[config.mk]
export PLATFORM = sky130hd
export DESIGN_NAME = gshift_reg
export DESIGN_NICKNAME = d
export VERILOG_FILES = /design/src/rtl/gshift_pkg.sv /design/src/rtl/gshift_opdec.sv /design/src/rtl/gshift_stage.sv /design/src/rtl/gshift_reg.sv
export SDC_FILE = /design/constraint.sdc
export NUM_CORES = 1
export LEC_CHECK = 0
export BUFFER_PORTS_ARGS = -buffer_cell sky130_fd_sc_hd__buf_2
export CAP_MARGIN = 15
export CORE_AREA = 2 2 39 41
export CTS_BUF_LIST = sky130_fd_sc_hd__clkbuf_8
export CTS_CLUSTER_DIAMETER = 150
export DETAILED_ROUTE_END_ITERATION = 8
export DIE_AREA = 0 0 41 43
export SETUP_SLACK_MARGIN = 0.15
export SLEW_MARGIN = 20
export SYNTH_ARGS = -nofsm -noshare
export SYNTH_HDL_FRONTEND = slang
export SYNTH_SLANG_ARGS = --single-unit
[constraint.sdc]
create_clock -name clk -period 0.9 [get_ports clk]
set_input_delay 0.135 -clock clk [delete_from_list [all_inputs] [get_ports clk]]
set_output_delay 0.135 -clock clk [all_outputs]
set_load 0.03 [all_outputs]
[src/rtl/gshift_pkg.sv]
package gshift_pkg;

    typedef enum logic [1:0] {
        OP_HOLD  = 2'd0,
        OP_LOAD  = 2'd1,
        OP_SHIFT = 2'd2
    } op_e;

endpackage

[src/rtl/gshift_opdec.sv]
module gshift_opdec
    import gshift_pkg::*;
(
    input  logic inhibit,
    input  logic shift_nload,
    output op_e  op
);

    // Inhibit wins over the mode select; the mode picks load or shift.
    always_comb begin
        if (inhibit) begin
            op = OP_HOLD;
        end else if (shift_nload) begin
            op = OP_SHIFT;
        end else begin
            op = OP_LOAD;
        end
    end

endmodule

[src/rtl/gshift_stage.sv]
module gshift_stage
    import gshift_pkg::*;
(
    input  logic clk,
    input  logic clr_n,
    input  op_e  op,
    input  logic shift_d,
    input  logic load_d,
    output logic q
);

    always_ff @(posedge clk or negedge clr_n) begin
        if (!clr_n) begin
            q <= 1'b0;
        end else begin
            unique case (op)
                OP_SHIFT: q <= shift_d;
                OP_LOAD:  q <= load_d;
                default:  q <= q;
            endcase
        end
    end

endmodule

[src/rtl/gshift_reg.sv]
module gshift_reg
    import gshift_pkg::*;
#(
    parameter int WIDTH = 8
) (
    input  logic             clk,
    input  logic             clr_n,
    input  logic             shift_nload,
    input  logic             inhibit,
    input  logic             ser_in,
    input  logic [WIDTH-1:0] par_in,
    output logic             ser_out
);

    localparam int LAST = WIDTH - 1;

    op_e              op;
    logic [WIDTH-1:0] stage_q;
    logic [WIDTH-1:0] shift_src;

    gshift_opdec u_opdec (
        .inhibit     (inhibit),
        .shift_nload (shift_nload),
        .op          (op)
    );

    for (genvar k = 0; k < WIDTH; k++) begin : g_stage
        if (k == 0) begin : g_head
            assign shift_src[k] = ser_in;
        end else begin : g_body
            assign shift_src[k] = stage_q[k-1];
        end

        gshift_stage u_stage (
            .clk     (clk),
            .clr_n   (clr_n),
            .op      (op),
            .shift_d (shift_src[k]),
            .load_d  (par_in[k]),
            .q       (stage_q[k])
        );
    end

    always_comb begin
        ser_out = stage_q[LAST];
    end

endmodule

==> results by group, run 1 <==
Status
  • Status: completed

Layout
  • Commonest non-fill, non-tap cell in the layout: buf_2
  • Net count reported at finish: 65
  • Most frequent cells in the layout: buf_2, mux2i_1, nand2_1, o21ai_1, dfrtp_1
  • Share of layout cells above drive strength 1: 34.00%
  • Largest Register: g_stage.u_stage.q
  • Largest register FFs: 8
  • # diodes: 0
  • Final Non-Filler Cells: 66
  • Area delta synth->final: 34.23%
  • Top Registers: g_stage.u_stage.q x8

CTS
  • Root Buffer: clkbuf_8
  • Clock buffer depth: 2
  • Clock Sinks: 8
  • Clock Latency Late Sink: ~0.22 ns
  • H-Tree Depth: 1
  • CTS tree: done
  • Clk slew on worst S/H paths: 0.04 ns
  • Total CTS buffers: 3

Route
  • DR pass1 iterations: 3
  • Initial DRC count: 6
  • Vias post-DR: 279
  • Per-cell routed wire length: about 10 um
  • DR vias/cell: 4.227
  • Routed Antenna Nets: 0
  • Total length of routed wires: 660 um
  • Final routed DRC violation total: 0

Setup path
  • CP Depth: 1
  • R2R setup slack: 0.16 ns
  • Bufs and invs on worst path: 1
  • Crit-path slowest cell: dfrtp_1
  • Worst r2r dst: g_stage[7].u_stage.q
  • Crit-path leading delay family: flip-flops
  • Startpoint types: flop
  • Crit Path Class: reg -> out
  • CP endpoint kind: primary output
  • WP data required: 0.76 ns
  • Worst-path fanout max: 2
  • Biggest cell delay along the critical path: 0.38 ns
  • FF-to-FF path depth: 3
  • Critical path, cell by cell: buf_6
  • Reg2reg start: g_stage[7].u_stage.q
  • Arrival time worst endpoint: 0.75 ns

Timing
  • Setup tns final: 0 ns
  • Final Setup Violations: 0
  • Setup ws final: roughly 0.012 ns
  • Max-slew violations: 0
  • Post-route worst hold slack: 0.1846 ns
  • Final setup skew: 0.003584 ns
  • Tcrit/Tclk final: 98.71%
  • Final hold violations: 0
  • Crit path time final: 0.8884 ns
  • Worst-margin pin slew: roughly 0.24 ns
  • Slew HR: 84.23%
  • Fmax: 1126 MHz
  • RSZ-0062 raised after global routing: true

Placed design
  • Routability Congestion: about 0.66
  • Cells after DPL: between 60 and 70
  • Pre-CTS setup slack: slightly below 0.1 ns
  • Port Buf Inserts: 13

Power and ir drop
  • Power density cells: 1993 nW/um^2
  • Final Total Pwr: between 0.9 and 1 mW
  • Max rail drop VDD: between 0.0007 and 0.0008 V
  • Lkg Pwr: ~0.25 nW

Synth
  • Avg Cell Area, Syn: approximately 11 sq um
  • Synth Net Count: 47
  • Synth cell types: 5
  • #FFs+latches synth: 8
  • Syn Inst Count: 34
  • Synthesized area: 372.9 sq um
  • Synthesis Warnings: 0
  • Post-synthesis sequential area ratio: 53.69%

Floorplan
  • Io pins: 14
  • Core ar.: approximately 1400 sq um
  • Num rows: 14
  • Initial Utilization: 26.94%
  • Die height: 43 um
  • Die area: 1763 sq um
  • Chip Width: 41 um

Hold path
  • Hold Path Stages: 3
  • Worst hold start: par_in[1]
  • Hold WC Path Type: in -> reg
  • Hold Path End: g_stage[1].u_stage.q

GRT
  • Largest net degree at the start of global routing: 17
  • Remaining global-route overflow: 0
  • Vias in the first global route: between 200 and 300
  • GRT Overall Usage: 9.359%
  • Initial antenna violation count: 0
  • First-pass GRT wire length: 1055 um

Flow run
  • Max-cap violations: 0
worst max-delay path by stage:
stage	startpoint	to	slack [ns]
detailed placement	shift_nload	g_stage[5].u_stage.q	0.1
finish	g_stage[7].u_stage.q	ser_out	0.01
global placement	shift_nload	g_stage[3].u_stage.q	0.10
CTS	g_stage[7].u_stage.q	ser_out	0.008
global route	g_stage[7].u_stage.q	ser_out	-0.001
floorplan	g_stage[7].u_stage.q	g_stage[7].u_stage.q	0.17
timing repair:
item | in CTS | in global routing
endpoints found under the setup margin | 1 | 2
setup buffers | 0 | 1
gates resized for setup | 2 | 0
hold buffers | 1 | 0
endpoints found under the hold margin | 8 | 0
metrics by stage:
stage	utilization (%)	cell area [sq um]
global route	36.17	500.5
global placement	31.46	435.4
CTS	35.62	493.0
detailed placement	31.46	435.4
floorplan	-	372.9
finish	36.17	500.5
area by class of cell:
cell class / count / area, sq um
clock buffer: 3 / 41.29
fill: 136 / 883.3
timing repair buffer: 15 / 88.84
sequential: 8 / 200.2
tap: 16 / 20.02
multi-input combinational: 24 / 150.1
routing by layer:
| metal | vias to the layer above | share of wire, % | track usage, % |
|---|---|---|---|
| met5 | - | 0 | 0 |
| met4 | 0 | 0 | 8.000 |
| met3 | 0 | 6.7 | 3.141 |
| met2 | 8 | 45 | 11.56 |
| met1 | 122 | 48 | 12.42 |
| li1 | 149 | - | - |
kinds of logic after synthesis:
kind of cell    synth area share, %
compound gates                10.74
buf+inv                       6.040
flops                         53.69
mux                           21.48
simple gates                  8.054
power by group:
group	total [mW]	switching [mW]	internal (mW)
clock	0.418	0.129	0.289
sequential	0.430	0.0236	0.407
combinational	0.149	0.0724	0.0770
total	0.997	0.225	0.772
Yosys cell counts:
| master | instances | share of area, % |
|---|---|---|
| dfrtp_1 | 8 | 54 |
| buf_6 | 2 | 6.0 |
| mux2i_1 | 8 | 21 |
| o21ai_1 | 8 | 11 |
| nand2_1 | 8 | 8.1 |
No activity file was read; power rests on OpenSTA's default activity.
==> inputs of run 2 (changes only) <==
--- a/config.mk
+++ b/config.mk
@@ -5,6 +5,7 @@
 export SDC_FILE = /design/constraint.sdc
 export NUM_CORES = 1
 export LEC_CHECK = 0
+export ABC_AREA = 1
 export BUFFER_PORTS_ARGS = -buffer_cell sky130_fd_sc_hd__buf_2
 export CAP_MARGIN = 15
 export CORE_AREA = 2 2 39 41
@@ -13,7 +14,6 @@
 export DETAILED_ROUTE_END_ITERATION = 8
 export DIE_AREA = 0 0 41 43
 export SETUP_SLACK_MARGIN = 0.15
-export SLEW_MARGIN = 20
 export SYNTH_ARGS = -nofsm -noshare
 export SYNTH_HDL_FRONTEND = slang
 export SYNTH_SLANG_ARGS = --single-unit
==> run 2 against run 1 <==
Against the previous run:
- combinational power is 14% higher
- routed wire length is 33% higher
- clock-buffer cell count stayed put
- fmax is 0.73% lower
- non-clock buffer count is 1 lower
- first-iteration DRC count is 33% higher
- die area stayed put
==> results by group, run 2 <==
Status
  • Status: completed (unchanged)

CTS
  • H-Tree Depth: 1 (unchanged)
  • Clock Latency Late Sink: 0.23 ns (was 0.22 ns)
  • Post-CTS Setup Repair Bufs: 0 (unchanged)
  • Clock buffer depth: 2 (unchanged)
  • Clock Sinks: 8 (unchanged)
  • Total CTS buffers: 3 (unchanged)
  • Clk slew on worst S/H paths: 0.04 ns (about the same)
  • Root Buffer: clkbuf_8 (unchanged)
  • CTS tree: done (unchanged)

GRT
  • Remaining global-route overflow: 0 (unchanged)
  • Met1 Resource Use GR: 17.00% (was 12.42%)
  • GRT Overall Usage: 12.59% (was 9.359%)
  • First-pass GRT wire length: 1407 um (was 1055 um)
  • Largest net degree at the start of global routing: 10 (was 17)
  • Met2 Use GR: 15.31% (was 11.56%)
  • Met3 Use GR: 3.141% (unchanged)
  • Vias in the first global route: 339 (was 272)
  • GRT busiest layer: met1 (unchanged)
  • Initial antenna violation count: 0 (unchanged)

Placed design
  • Routability Congestion: 0.6894 (was 0.6587)
  • DP Wirelength: roughly 630 um
  • Cells after DPL: 95 (was 61)
  • Placed Area: 513.0 sq um (was 435.4 sq um)
  • Port Buf Inserts: 13 (unchanged)

Setup path
  • Arrival time worst endpoint: 0.76 ns (was 0.75 ns)
  • WP data required: 0.76 ns (about the same)
  • Crit Path Class: reg -> out (unchanged)
  • Critical path, cell by cell: buf_6 (unchanged)
  • Crit-path slowest cell: dfrtp_1 (unchanged)
  • Bufs and invs on worst path: 1 (unchanged)
  • Startpoint types: flop (unchanged)
  • Crit-path leading delay family: flip-flops (unchanged)
  • Worst-path fanout max: 2 (unchanged)
  • CP endpoint kind: primary output (unchanged)
  • Biggest cell delay along the critical path: 0.39 ns (was 0.38 ns)

Route
  • Routed Antenna Nets: 0 (unchanged)
  • Total length of routed wires: 880 um (was 660 um)
  • Per-cell routed wire length: 8.889 um (was 10.00 um)
  • DR pass1 iterations: 4 (was 3)
  • DR vias/cell: 4.101 (was 4.227)
  • Vias post-DR: 406 (was 279)
  • Final routed DRC violation total: 0 (unchanged)
  • Initial DRC count: 8 (was 6)

Timing
  • Worst-margin pin slew: 0.1896 ns (was 0.2366 ns)
  • Tcrit/Tclk final: 99.43% (was 98.71%)
  • Fmax: 1117 MHz (was 1126 MHz)
  • Max-slew violations: 0 (unchanged)
  • Crit path time final: 0.8949 ns (was 0.8884 ns)
  • RSZ-0062 raised after global routing: true (unchanged)
  • Final Setup Violations: 0 (unchanged)
  • Final setup skew: 0.0003106 ns (was 0.003584 ns)
  • Final hold violations: 0 (unchanged)
  • Slew HR: 87.36% (was 84.23%)

Layout
  • Largest register FFs: 8 (unchanged)
  • Multi-input logic area: 165.2 sq um (was 150.1 sq um)
  • Top Registers: g_stage.u_stage.q x8 (unchanged)
  • Largest Register: g_stage.u_stage.q (unchanged)
  • Final Cell Area: 575.6 sq um (was 500.5 sq um)
  • Storage element area: 200.2 sq um (unchanged)
  • Most frequent cells in the layout: nand2_1, inv_1, buf_2 (was buf_2, mux2i_1, nand2_1, o21ai_1, dfrtp_1)
  • # fillers: 149 (was 136)
  • Area delta synth->final: 30.68% (was 34.23%)
  • # diodes: 0 (unchanged)
  • Share of layout cells above drive strength 1: 22.89% (was 34.00%)
  • Final Non-Filler Cells: 99 (was 66)
  • Commonest non-fill, non-tap cell in the layout: nand2_1 (was buf_2)
  • Net count reported at finish: 98 (was 65)

Flow run
  • Max-cap violations: 0 (unchanged)

Synth
  • Synth async-reset ratio: 100.0% (unchanged)
  • Synth cell types: 7 (was 5)
  • Synth top area cells: dfrtp_1, nand2_1, inv_1 (was dfrtp_1, mux2i_1, o21ai_1)
  • Post-synthesis sequential area ratio: 45.45% (was 53.69%)
  • EDFF count, synth: 0 (unchanged)
  • Synth Net Count: 81 (was 47)
  • Top-count cell post-synth: nand2_1
  • Top cell type by total area after synthesis: dfrtp_1 (unchanged)
  • #FFs+latches synth: 8 (unchanged)
  • Avg Cell Area, Syn: 6.477 sq um (was 10.97 sq um)
  • Synthesis Warnings: 0 (unchanged)
  • Top FF cell, synth: dfrtp_1 (unchanged)
  • Most instantiated cells after synthesis: nand2_1, inv_1, dfrtp_1, nand3_1, inv_2 (was dfrtp_1, mux2i_1, nand2_1, o21ai_1, buf_6)
  • Yosys top cell area share: 45.45% (was 53.69%)
  • Synthesized area: 440.4 sq um (was 372.9 sq um)
  • Syn Inst Count: 68 (was 34)

Power and ir drop
  • Lkg Pwr: 0.3702 nW (was 0.2546 nW)
  • Power density cells: 1786 nW/um^2 (was 1993 nW/um^2)
  • Final Total Pwr: 1.028 mW (was 0.9975 mW)
  • Max rail drop VDD: 0.0005860 V (was 0.0007024 V)

Floorplan
  • Initial Utilization: 31.83% (was 26.94%)
  • Die height: 43 um (unchanged)
  • Io pins: 14 (unchanged)
  • Die area: 1763 sq um (unchanged)
  • Chip Width: 41 um (unchanged)
  • Core ar.: 1384 sq um (unchanged)
  • Num rows: 14 (unchanged)

Hold path
  • Hold WC Path Type: in -> reg (unchanged)
run 2: cell count changes after synthesis, moves of 2 or more:
cell | previous run | this run
nand2_1 | 8 | 32
inv_1 | 0 | 16
mux2i_1 | 8 | 0
nand3_1 | 0 | 8
o21ai_1 | 8 | 0
buf_6 | 2 | 0
inv_2 | 0 | 2
run 2: layout make-up:
type                       count  area share [%]
clock buffer                   3           7.174
inverter                      18           11.74
multi-input combinational     40           28.70
sequential                     8           34.78
tap                           16           3.478
timing repair buffer          14           14.13
run 2: routing by layer:
metal	part of all wire, %	up-vias	wire length [um]
met5	0	-	0
met4	4.3	0	38
met3	4.3	5	38
met2	42	11	370
met1	49	165	432
li1	-	225	-
run 2: metrics by stage:
step / hold WS (ns) / util, % / setup WS, ns / TNS, ns
after floorplan: -0.1606 / - / 0.1797 / 0
after global placement: -0.01086 / 37.07 / 0.1512 / 0
after detailed placement: -0.009411 / 37.07 / 0.1533 / 0
after CTS: 0.2025 / 41.23 / 0.0005769 / 0
after global routing: 0.2258 / 41.59 / -0.01563 / -0.01563
final: 0.2019 / 41.59 / 0.005119 / 0
run 2: repair_timing:
action / 4_1_cts / 5_1_grt
pin swaps: 0 / 8
endpoints found under the hold margin: 8 / 0
hold buffers: 1 / 0
endpoints found under the setup margin: 1 / 7
gates resized for setup: 2 / 1
run 2: report_power, final:
| group | leakage [nW] | internal, mW | switching (mW) |
|---|---|---|---|
| registers | 0.0965 | 0.404 | 0.0230 |
| logic | 0.252 | 0.0722 | 0.0974 |
| clock network | 0.0216 | 0.290 | 0.141 |
| total | 0.370 | 0.766 | 0.262 |
run 2: worst min-delay path, stage by stage:
cell,delay (ns)
buf_2,0.07
inv_1,0.03
nand2_1,0.04
nand3_1,0.06
nand2_1,0.05
run 2: final timing paths:
path	startpoint	end	slack, ns	cells after the start
max	g_stage[7].u_stage.q	ser_out	0.005	1
min	par_in[7]	g_stage[7].u_stage.q	0.20	5
max reg2reg	g_stage[5].u_stage.q	g_stage[6].u_stage.q	0.20	4
min reg2reg	g_stage[3].u_stage.q	g_stage[3].u_stage.q	0.47	2
max in group asynchronous	clr_n	g_stage[6].u_stage.q	0.45	2
min in group asynchronous	clr_n	g_stage[7].u_stage.q	0.28	2
run 2: cells by family after synthesis:
kind of cell	Yosys count	share of synthesized area (%)
buf+inv	20	18.18
simple gates	40	36.37
flops	8	45.45
